**src/rtl/mot_pkg.sv**
```systemverilog
package mot_pkg;
    typedef enum logic [1:0] {
        DS_OK       = 2'd0,
        DS_LQ_FULL  = 2'd1,
        DS_SQ_FULL  = 2'd2,
        DS_TBL_FULL = 2'd3
    } dstat_e;
endpackage

```
**src/rtl/mot_slot_counter.sv**
```systemverilog
module mot_slot_counter #(
    parameter int DEPTH = 12,
    localparam int CW = $clog2(DEPTH + 1)
) (
    input  logic          clk,
    input  logic          rst,
    input  logic          inc,
    input  logic          dec,
    output logic [CW-1:0] count,
    output logic          full_after_dec
);
    logic [CW-1:0] cnt_d, cnt_q;

    always_comb begin
        cnt_d = cnt_q;
        if (inc && !dec) cnt_d = cnt_q + CW'(1);
        if (dec && !inc) cnt_d = cnt_q - CW'(1);
    end

    always_ff @(posedge clk) begin
        if (rst) cnt_q <= '0;
        else     cnt_q <= cnt_d;
    end

    assign count          = cnt_q;
    assign full_after_dec = (cnt_q == CW'(DEPTH)) && !dec;
endmodule

```
**src/rtl/mot_grp_lookup.sv**
```systemverilog
module mot_grp_lookup #(
    parameter int N    = 16,
    parameter int ID_W = 16,
    localparam int IDX_W = $clog2(N)
) (
    input  logic [N-1:0]           live,
    input  logic [N-1:0][ID_W-1:0] ids,
    input  logic [ID_W-1:0]        key,
    output logic                   hit,
    output logic [IDX_W-1:0]       idx
);
    always_comb begin
        hit = 1'b0;
        idx = '0;
        for (int i = 0; i < N; i++) begin
            if (live[i] && ids[i] == key) begin
                hit = 1'b1;
                idx = IDX_W'(i);
            end
        end
    end
endmodule

```
**src/rtl/mot_group_decider.sv**
```systemverilog
module mot_group_decider
    import mot_pkg::*;
#(
    parameter int ID_W = 16
) (
    input  logic            is_load,
    input  logic            is_store,
    input  logic            is_bar,
    input  logic            no_alias,
    input  logic [ID_W-1:0] cur_ld,
    input  logic [ID_W-1:0] cur_st,
    input  logic [ID_W-1:0] cur_bar,
    input  logic            lq_full,
    input  logic            sq_full,
    input  logic            free_any,
    output dstat_e          status,
    output logic            open_new,
    output logic [ID_W-1:0] dep_a,
    output logic [ID_W-1:0] dep_b
);
    logic [ID_W-1:0] ld_dom;

    always_comb begin
        ld_dom   = (cur_ld > cur_bar) ? cur_ld : cur_bar;
        open_new = is_store || is_bar || (cur_ld == '0) ||
                   (cur_ld <= cur_st) || (cur_ld <= cur_bar);
        dep_a = '0;
        dep_b = '0;
        if (is_store) begin
            dep_a = cur_st;
            dep_b = ld_dom;
        end else if (open_new) begin
            dep_a = no_alias ? '0 : cur_st;
            dep_b = cur_bar;
        end
        if (is_load && lq_full)       status = DS_LQ_FULL;
        else if (is_store && sq_full) status = DS_SQ_FULL;
        else if (open_new && !free_any) status = DS_TBL_FULL;
        else                          status = DS_OK;
    end
endmodule

```
**src/rtl/mem_order_tracker.sv**
```systemverilog
module mem_order_tracker
    import mot_pkg::*;
#(
    parameter int LQ_DEPTH = 12,
    parameter int SQ_DEPTH = 12,
    parameter int GROUPS   = 16,
    parameter int ID_W     = 16
) (
    input  logic                          clk,
    input  logic                          rst,
    input  logic                          no_alias,
    input  logic                          disp_valid,
    input  logic                          disp_load,
    input  logic                          disp_store,
    input  logic                          disp_barrier,
    output logic                          disp_accept,
    output logic [1:0]                    disp_status,
    output logic                          disp_new,
    output logic [ID_W-1:0]               disp_gid,
    input  logic                          exec_valid,
    input  logic [ID_W-1:0]               exec_gid,
    input  logic                          ret_valid,
    input  logic                          ret_load,
    input  logic                          ret_store,
    input  logic [ID_W-1:0]               qry_gid,
    output logic                          qry_live,
    output logic                          qry_ready,
    output logic [$clog2(LQ_DEPTH+1)-1:0] lq_count,
    output logic [$clog2(SQ_DEPTH+1)-1:0] sq_count
);
    localparam int IDX_W  = $clog2(GROUPS);
    localparam int OUT_W  = $clog2(LQ_DEPTH + SQ_DEPTH + 1);
    localparam int PRED_W = 2;
    localparam int NLK    = 5;
    localparam int LK_EXEC = 0;
    localparam int LK_JOIN = 1;
    localparam int LK_DEPA = 2;
    localparam int LK_DEPB = 3;
    localparam int LK_QRY  = 4;

    typedef struct packed {
        logic [GROUPS-1:0]              vld;
        logic [GROUPS-1:0][ID_W-1:0]    gid;
        logic [GROUPS-1:0][OUT_W-1:0]   outst;
        logic [GROUPS-1:0][PRED_W-1:0]  npred;
        logic [GROUPS-1:0][GROUPS-1:0]  succ;
        logic [ID_W-1:0]                cur_ld;
        logic [ID_W-1:0]                cur_st;
        logic [ID_W-1:0]                cur_bar;
        logic [ID_W-1:0]                next_id;
    } state_t;

    state_t s_d, s_q;

    // Lookups of group identifiers into table slots
    logic [NLK-1:0][ID_W-1:0]  lk_key;
    logic [NLK-1:0]            lk_hit;
    logic [NLK-1:0][IDX_W-1:0] lk_idx;

    for (genvar g = 0; g < NLK; g++) begin : g_lookup
        mot_grp_lookup #(.N(GROUPS), .ID_W(ID_W)) u_lookup (
            .live (s_q.vld),
            .ids  (s_q.gid),
            .key  (lk_key[g]),
            .hit  (lk_hit[g]),
            .idx  (lk_idx[g])
        );
    end

    // Execute-done is applied ahead of dispatch
    logic            ex_done;
    logic [ID_W-1:0] cur_ld_x, cur_st_x, cur_bar_x;

    assign ex_done   = exec_valid && lk_hit[LK_EXEC] &&
                       (s_q.outst[lk_idx[LK_EXEC]] == OUT_W'(1));
    assign cur_ld_x  = (ex_done && s_q.cur_ld  == exec_gid) ? '0 : s_q.cur_ld;
    assign cur_st_x  = (ex_done && s_q.cur_st  == exec_gid) ? '0 : s_q.cur_st;
    assign cur_bar_x = (ex_done && s_q.cur_bar == exec_gid) ? '0 : s_q.cur_bar;

    // Free entry search over the registered table
    logic             free_any;
    logic [IDX_W-1:0] free_idx;

    always_comb begin
        free_any = 1'b0;
        free_idx = '0;
        for (int i = GROUPS - 1; i >= 0; i--) begin
            if (!s_q.vld[i]) begin
                free_any = 1'b1;
                free_idx = IDX_W'(i);
            end
        end
    end

    // Queue occupancy
    logic lq_full, sq_full;

    mot_slot_counter #(.DEPTH(LQ_DEPTH)) u_lq_cnt (
        .clk            (clk),
        .rst            (rst),
        .inc            (disp_accept && disp_load),
        .dec            (ret_valid && ret_load),
        .count          (lq_count),
        .full_after_dec (lq_full)
    );

    mot_slot_counter #(.DEPTH(SQ_DEPTH)) u_sq_cnt (
        .clk            (clk),
        .rst            (rst),
        .inc            (disp_accept && disp_store),
        .dec            (ret_valid && ret_store),
        .count          (sq_count),
        .full_after_dec (sq_full)
    );

    // Group decision
    dstat_e          dec_status;
    logic            dec_open;
    logic [ID_W-1:0] dep_a, dep_b;

    mot_group_decider #(.ID_W(ID_W)) u_decider (
        .is_load  (disp_load),
        .is_store (disp_store),
        .is_bar   (disp_barrier),
        .no_alias (no_alias),
        .cur_ld   (cur_ld_x),
        .cur_st   (cur_st_x),
        .cur_bar  (cur_bar_x),
        .lq_full  (lq_full),
        .sq_full  (sq_full),
        .free_any (free_any),
        .status   (dec_status),
        .open_new (dec_open),
        .dep_a    (dep_a),
        .dep_b    (dep_b)
    );

    assign lk_key[LK_EXEC] = exec_gid;
    assign lk_key[LK_JOIN] = cur_ld_x;
    assign lk_key[LK_DEPA] = dep_a;
    assign lk_key[LK_DEPB] = dep_b;
    assign lk_key[LK_QRY]  = qry_gid;

    assign disp_accept = disp_valid && (dec_status == DS_OK);
    assign disp_status = dec_status;
    assign disp_new    = dec_open;
    assign disp_gid    = dec_open ? s_q.next_id : cur_ld_x;
    assign qry_live    = lk_hit[LK_QRY];
    assign qry_ready   = lk_hit[LK_QRY] && (s_q.npred[lk_idx[LK_QRY]] == '0);

    // Next-state computation
    always_comb begin
        logic [GROUPS-1:0] pred_mask;
        logic [IDX_W-1:0]  ex_idx;
        s_d       = s_q;
        ex_idx    = lk_idx[LK_EXEC];
        pred_mask = '0;
        if (lk_hit[LK_DEPA]) pred_mask[lk_idx[LK_DEPA]] = 1'b1;
        if (lk_hit[LK_DEPB]) pred_mask[lk_idx[LK_DEPB]] = 1'b1;

        if (exec_valid && lk_hit[LK_EXEC]) begin
            s_d.outst[ex_idx] = s_q.outst[ex_idx] - OUT_W'(1);
            if (ex_done) begin
                s_d.vld[ex_idx]  = 1'b0;
                s_d.succ[ex_idx] = '0;
                for (int j = 0; j < GROUPS; j++) begin
                    if (s_q.succ[ex_idx][j]) s_d.npred[j] = s_q.npred[j] - PRED_W'(1);
                end
            end
        end
        s_d.cur_ld  = cur_ld_x;
        s_d.cur_st  = cur_st_x;
        s_d.cur_bar = cur_bar_x;

        if (disp_accept) begin
            if (dec_open) begin
                s_d.vld[free_idx]   = 1'b1;
                s_d.gid[free_idx]   = s_q.next_id;
                s_d.outst[free_idx] = OUT_W'(1);
                s_d.npred[free_idx] = PRED_W'($countones(pred_mask));
                s_d.succ[free_idx]  = '0;
                for (int j = 0; j < GROUPS; j++) begin
                    s_d.succ[j][free_idx] = pred_mask[j];
                end
                s_d.next_id = s_q.next_id + ID_W'(1);
                if (disp_store) begin
                    s_d.cur_st = s_q.next_id;
                    if (disp_load) begin
                        s_d.cur_ld = s_q.next_id;
                        if (disp_barrier) s_d.cur_bar = s_q.next_id;
                    end
                end else begin
                    s_d.cur_ld = s_q.next_id;
                    if (disp_barrier) s_d.cur_bar = s_q.next_id;
                end
            end else if (lk_hit[LK_JOIN]) begin
                s_d.outst[lk_idx[LK_JOIN]] = s_d.outst[lk_idx[LK_JOIN]] + OUT_W'(1);
            end
        end
    end

    always_ff @(posedge clk) begin
        if (rst) begin
            s_q         <= '0;
            s_q.next_id <= ID_W'(1);
        end else begin
            s_q <= s_d;
        end
    end
endmodule

```
**config.mk**
```make
export PLATFORM = sky130hd
export DESIGN_NAME = mem_order_tracker
export DESIGN_NICKNAME = d
export VERILOG_FILES = /design/src/rtl/mot_pkg.sv /design/src/rtl/mot_slot_counter.sv /design/src/rtl/mot_grp_lookup.sv /design/src/rtl/mot_group_decider.sv /design/src/rtl/mem_order_tracker.sv
export SDC_FILE = /design/constraint.sdc
export NUM_CORES = 2
export LEC_CHECK = 0
export BUFFER_PORTS_ARGS = -buffer_cell sky130_fd_sc_hd__buf_4
export CAP_MARGIN = 25
export CELL_PAD_IN_SITES_DETAIL_PLACEMENT = 1
export CELL_PAD_IN_SITES_GLOBAL_PLACEMENT = 2
export CORE_MARGIN = 5
export CORE_UTILIZATION = 43
export DETAILED_ROUTE_END_ITERATION = 10
export HOLD_SLACK_MARGIN = 0.06
export PLACE_DENSITY = 0.94
export SYNTH_ARGS = -nofsm -noshare
export SYNTH_HDL_FRONTEND = slang
export SYNTH_HIERARCHICAL = 1
export SYNTH_SLANG_ARGS = --single-unit
export TNS_END_PERCENT = 50
```
**constraint.sdc**
```tcl
create_clock -name clk -period 40.5 [get_ports clk]
set_clock_uncertainty 0.15 [all_clocks]
set_input_delay 12.15 -clock clk [delete_from_list [all_inputs] [get_ports clk]]
set_output_delay 12.15 -clock clk [all_outputs]
set_load 0.005 [all_outputs]
```
# Yosys cells after proc, flatten, opt, wreduce, memory -nomap -nowiden
# Cells that the tools add are included.
[totals] reg_bits=712 input_bits=43 romBits=0 output_inout_bits=30 mem_bits_rw=0 latchBits=0 n_memories=0 elab_cells=625
[classes] bitwise=11 n_div=0 n_shift=0 n_reduce_logical=120 addsub=38 mul=0 magnitude_cmp=14 eq_ne=86 n_mux=285
[ops] cell="$eq 16x16->1" n=83
[ops] cell="$mux 704" n=1
[ops] cell="$and 256x256->256" n=2
[ops] cell="$not 256->256" n=2
[ops] cell="$mux 16" n=23
[ops] cell="$mux 368" n=1
[ops] cell="$mux 352" n=1
[ops] cell="$mux 288" n=1
[ops] cell="$mux 272" n=1
[ops] cell="$bwmux 16" n=16
[ops] cell="$bwmux 256" n=1
[ops] cell="$mux 4" n=60
[ops] cell="$bwmux 80" n=2
[ops] cell="$mux 80" n=2
[ops] cell="$demux 16 s4" n=2
[ops] cell="$logic_and 1x1->1" n=105
[ops] cell="$mux 1" n=105
[ops] cell="$and 64x64->64" n=1
[ops] cell="$bmux 16 s4" n=1
[ops] cell="$not 64->64" n=1
[ops] cell="$mux 2" n=31
[ops] cell="$demux 5 s4" n=3
[ops] cell="$mux 3" n=20
[ops] cell="$or 16x16->16" n=3
[ops] cell="other kinds (28)" n=86

# Depth between registers and ports, before layout
[logic_depth] word_depth=60 depth_mapped=56 ltp_nobuf=46

# Modules after synthesis
# Netlist, hierarchy kept.
[modules_own_cells] mod="mem_order_tracker" cells_per_inst=4042 area_per_inst_um2=33405.8 seq_area_each_um2=14093.5 n_inst=1
[modules_own_cells] mod="mot_grp_lookup" cells_per_inst=412 area_per_inst_um2=3460.8 seq_area_each_um2=0.0 n_inst=5
[modules_own_cells] mod="mot_group_decider" cells_per_inst=166 area_per_inst_um2=1239.9 seq_area_each_um2=0.0 n_inst=1
[modules_own_cells] mod="mot_slot_counter" cells_per_inst=30 area_per_inst_um2=264.0 seq_area_each_um2=80.1 n_inst=2

# Least setup slack after synthesis
# OpenSTA, ideal clock, no wires.
[synth_timing] kind="input-to-output" start="input port exec_gid[6]" end="output port disp_gid[10]" slack_ns=9.104 cell_stages=35 required_ns=28.200 n_path_buf=10 t_arrival_ns=19.096 path_cell_list="buf_2 > buf_4 > xnor2_1 > nand4_1 > nor4_1 > o211a_1 > o211ai_1 > a21oi_1 > o22a_1 > buf_6 > buf_12 > mux4_1 > mux4_2 > inv_1 > ha_1 > o211ai_2 > or2_1 > clkbuf_1 > nor2_1 > clkbuf_1 > nor2b_1 > inv_1 > ha_1 > nand4_2 > nor3_1 > a2111o_1 > o311ai_1 > nor2_1 > inv_1 > clkbuf_1 > clkbuf_1 > clkbuf_1 > clkbuf_1 > nand2_1 > o21ai_0"
[synth_lines] element="start, declared" line_no="mem_order_tracker.sv:21" text="input logic [ID_W-1:0] exec_gid,"
[synth_lines] element="end, declared" line_no="mem_order_tracker.sv:19" text="output logic [ID_W-1:0] disp_gid,"

==> flow_summary.toml <==
[min_path]
worstHoldStart = "s_q[229]"
holdCritPathClass = "flop to flop"
min_to = "s_q[229]"
hold_depth = 2

[power_and_ir_drop]
p_switching_uw = 487
ir_worst_vdd_mv = 0.0329
p_comb_share_pct = 10.8
p_seq_share_pct = 41.7
p_per_area_nw_per_um2 = 29.9
power_leakage_uw = 0.0187
power_uw = 1700
power_switching_share_pct = 28.7
pwr-share-clk_pct = 47.5
intPower_uw = 1210

[logic_synthesis]
synth_nets = 6421
synth_top_cell_by_area = "dfxtp_1"
synth_area_leaders = "dfxtp_1 (27%), xnor2_1 (18%), nand2_1 (6.3%), xor2_1 (5.5%), a21oi_1 (4.9%)"
synth-seq-cells = 712
yosysWarnings = 6
synth_most_common_cell = "xnor2_1"
synth_top_area_share_pct = 27.2
synth_common_cells = "xnor2_1 (1049), nand2_1 (875), dfxtp_1 (712), a21oi_1 (515), nor2_1 (405)"
ys.flop_type = "dfxtp_1"
syn_area_um2 = 52500
synth_edf_count = 0
avgSynthCellArea_um2 = 8.29
synthCells = 6328
yosysSeqAreaShare_pct = 27.2
synth_cell_types = 112
synthArstFlopShare_pct = 0

[global_route]
antenna_found_initial = 4
overflow = 0
grt_pass1_wl_mm = 377
grt_util_all_layers_pct = 39.3
grt_max_degree = 151
grt_pass1_vias = 52500

[route]
via_count = 53500
highest_layer = "met5"
wl_met3_mm = 36.9
route.met2.wl_mm = 110
firstDrtPassIters = 6
routed_wl_mm = 268
wl_per_cell_um = 34.1
drt_iter0_drc = 7976
route.detailed.drc = 0
drt-met1-wl_mm = 102
postRouteAntennaNets = 0
vias_per_cell = 6.80

[cells_and_area]
area_delta_synth_final_pct = 7.97
drive_gt1_share_pct = 11.2
fillers = 14400
post-route-util_pct = 46.6
final_nets = 6264

[floorplanning]
pin_count = 73
core_um2 = 122000
die_w_um = 359
dieArea_um2 = 129000
die_h_um = 359
row_count = 128
initial_core_util_pct = 43.2

[cts]
clk_pin_slew_ns = 0.06
cts_resized = 0
clockBufferDepth = 3
cts_num_sinks = 712
cts_tree = "built"
root_buffer = "clkbuf_16"
cts_setup_buffers = 0
worstSkewPairLatency_ns = 0.73
cts_buffers = 84
cts.htree.levels = 3
cts_hold_buf = 0

[timing]
min_period_ns = 34.81
setup_tns_ns = 0
rsz0062_at_grt = "no"
setup_viol = 0
fmax_mhz = 28.7
hold_violations = 0
worstMarginPinSlew_ns = 1.20
relSlewSlack_pct = 19.8
slew_viol_final = 0
fin_crit_sh_pct = 86.0

[setup_path]
crit_required_ns = 28.20
cp_max_fo = 34
cp.arrival_ns = 22.51
cp_num_buf_inv = 9
reg2reg_to = "s_q[339]"
critPathLaunchType = "primary input"
worstRegToRegCells = 47
cp_common_cell = "buf_4"
max_stage_delay_ns = 0.79
end_kind = "output pin"
crit_slowest_cell = "mux4_1"
cp_top_family = "buffers and inverters"
rrSetupSlack_ns = 22.22
path_class = "primary input to output pin"

[placed_design]
portBuffers = 72
place.gp.congestion = 1.02
dp_hpwl_mm = 178

[job]
drv_cap = 0

[status]
status = "finished, final reports clean"
[power by group through the flow]
stage / logic, µW / registers [µW] / clock network (µW)
after floorplan: 113 / 722 / 0
after global placement: 169 / 723 / 0
after detailed placement: 173 / 723 / 0
after CTS: 174 / 707 / 809
after global routing: 186 / 708 / 838
final: 183 / 708 / 806
[layout make-up]
| class | instances | area [µm²] | share of cell area, % |
|---|---|---|---|
| multi-input combinational | 4993 | 34900 | 61.5 |
| tap | 1625 | 2030 | 3.59 |
| antenna | 3 | 7.51 | 0.0132 |
| clock inverter | 34 | 448 | 0.791 |
| sequential | 712 | 14300 | 25.2 |
| inverter | 99 | 372 | 0.656 |
| timing repair buffer | 281 | 2270 | 4.00 |
| clock buffer | 113 | 2410 | 4.26 |
[stage by stage]
stage / setup WS (ns) / cells / hold WS [ns] / cell area [µm²]
6_report: 5.69 / 7860 / 0.317 / 56700
5_1_grt: 5.44 / 7857 / 0.339 / 56700
4_1_cts: 6.06 / 7849 / 0.316 / 56600
3_5_place_dp: 6.09 / 7702 / 0.307 / 53700
3_3_place_gp: 6.25 / 7686 / 0.297 / 53500
2_1_floorplan: 9.10 / 6328 / 0.281 / 52500
[how the worst max path moves through the flow]
stage | slack (ns) | end | cells past startpoint | from
6_report | 5.69 | disp_accept | 29 | exec_gid[11]
5_1_grt | 5.44 | disp_accept | 29 | exec_gid[11]
4_1_cts | 6.06 | disp_accept | 29 | exec_gid[11]
3_5_place_dp | 6.09 | disp_accept | 29 | exec_gid[11]
3_3_place_gp | 6.25 | disp_accept | 29 | exec_gid[2]
2_1_floorplan | 9.10 | disp_gid[10] | 35 | exec_gid[6]
[cell usage in the layout (no fill, tap or decap), types with 16 or more instances in the layout]
cell,instances
nor2_1,397
a21oi_4,16
nor4_2,22
ha_1,43
nand2b_1,29
nor2b_1,75
and2_1,22
a32o_1,20
a32oi_1,114
a21oi_1,506
nand3_1,180
o211ai_1,26
mux2i_1,62
nand4_1,286
o21ai_0,105
mux4_2,91
xor2_1,330
dfxtp_1,711
clkbuf_16,84
and3_1,35
nor4_1,140
nand2_1,873
a211oi_1,104
nor3_1,52
a22o_1,17
clkbuf_8,21
buf_4,258
xnor2_1,1049
inv_1,96
a22oi_1,23
o22ai_1,16
[per-layer routing]
| layer | global-route usage, % | vias to the layer above |
|---|---|---|
| li1 | - | 21800 |
| met1 | 49.8 | 26600 |
| met2 | 57.1 | 3944 |
| met3 | 14.2 | 1182 |
| met4 | 23.7 | 4 |
| met5 | 0 | - |
[cells by family (layout without fill, tap and decap cells)]
logic type,after synthesis,in the layout,synth area share (%)
AND/OR/NAND/NOR,2251,2251,21.3
XOR/XNOR,1391,1391,23.4
AO/OA/AOI/OAI,1132,1132,14.1
flip-flops,712,712,27.2
buffers and inverters,623,527,7.14
multiplexers,169,169,5.60
adder cells (fa/ha/maj),50,50,1.29
other,0,3,0
[worst reg2reg max path: cells and delay by family, from the launching register on]
kind | cells | cell delay, ns
adder cells (fa/ha/maj) | 7 | 2.80
AO/OA/AOI/OAI | 14 | 5.43
flip-flops | 1 | 0.64
buffers and inverters | 11 | 3.59
XOR/XNOR | 5 | 1.16
multiplexers | 2 | 1.37
AND/OR/NAND/NOR | 8 | 2.97
(Power assumes the default switching activity.)
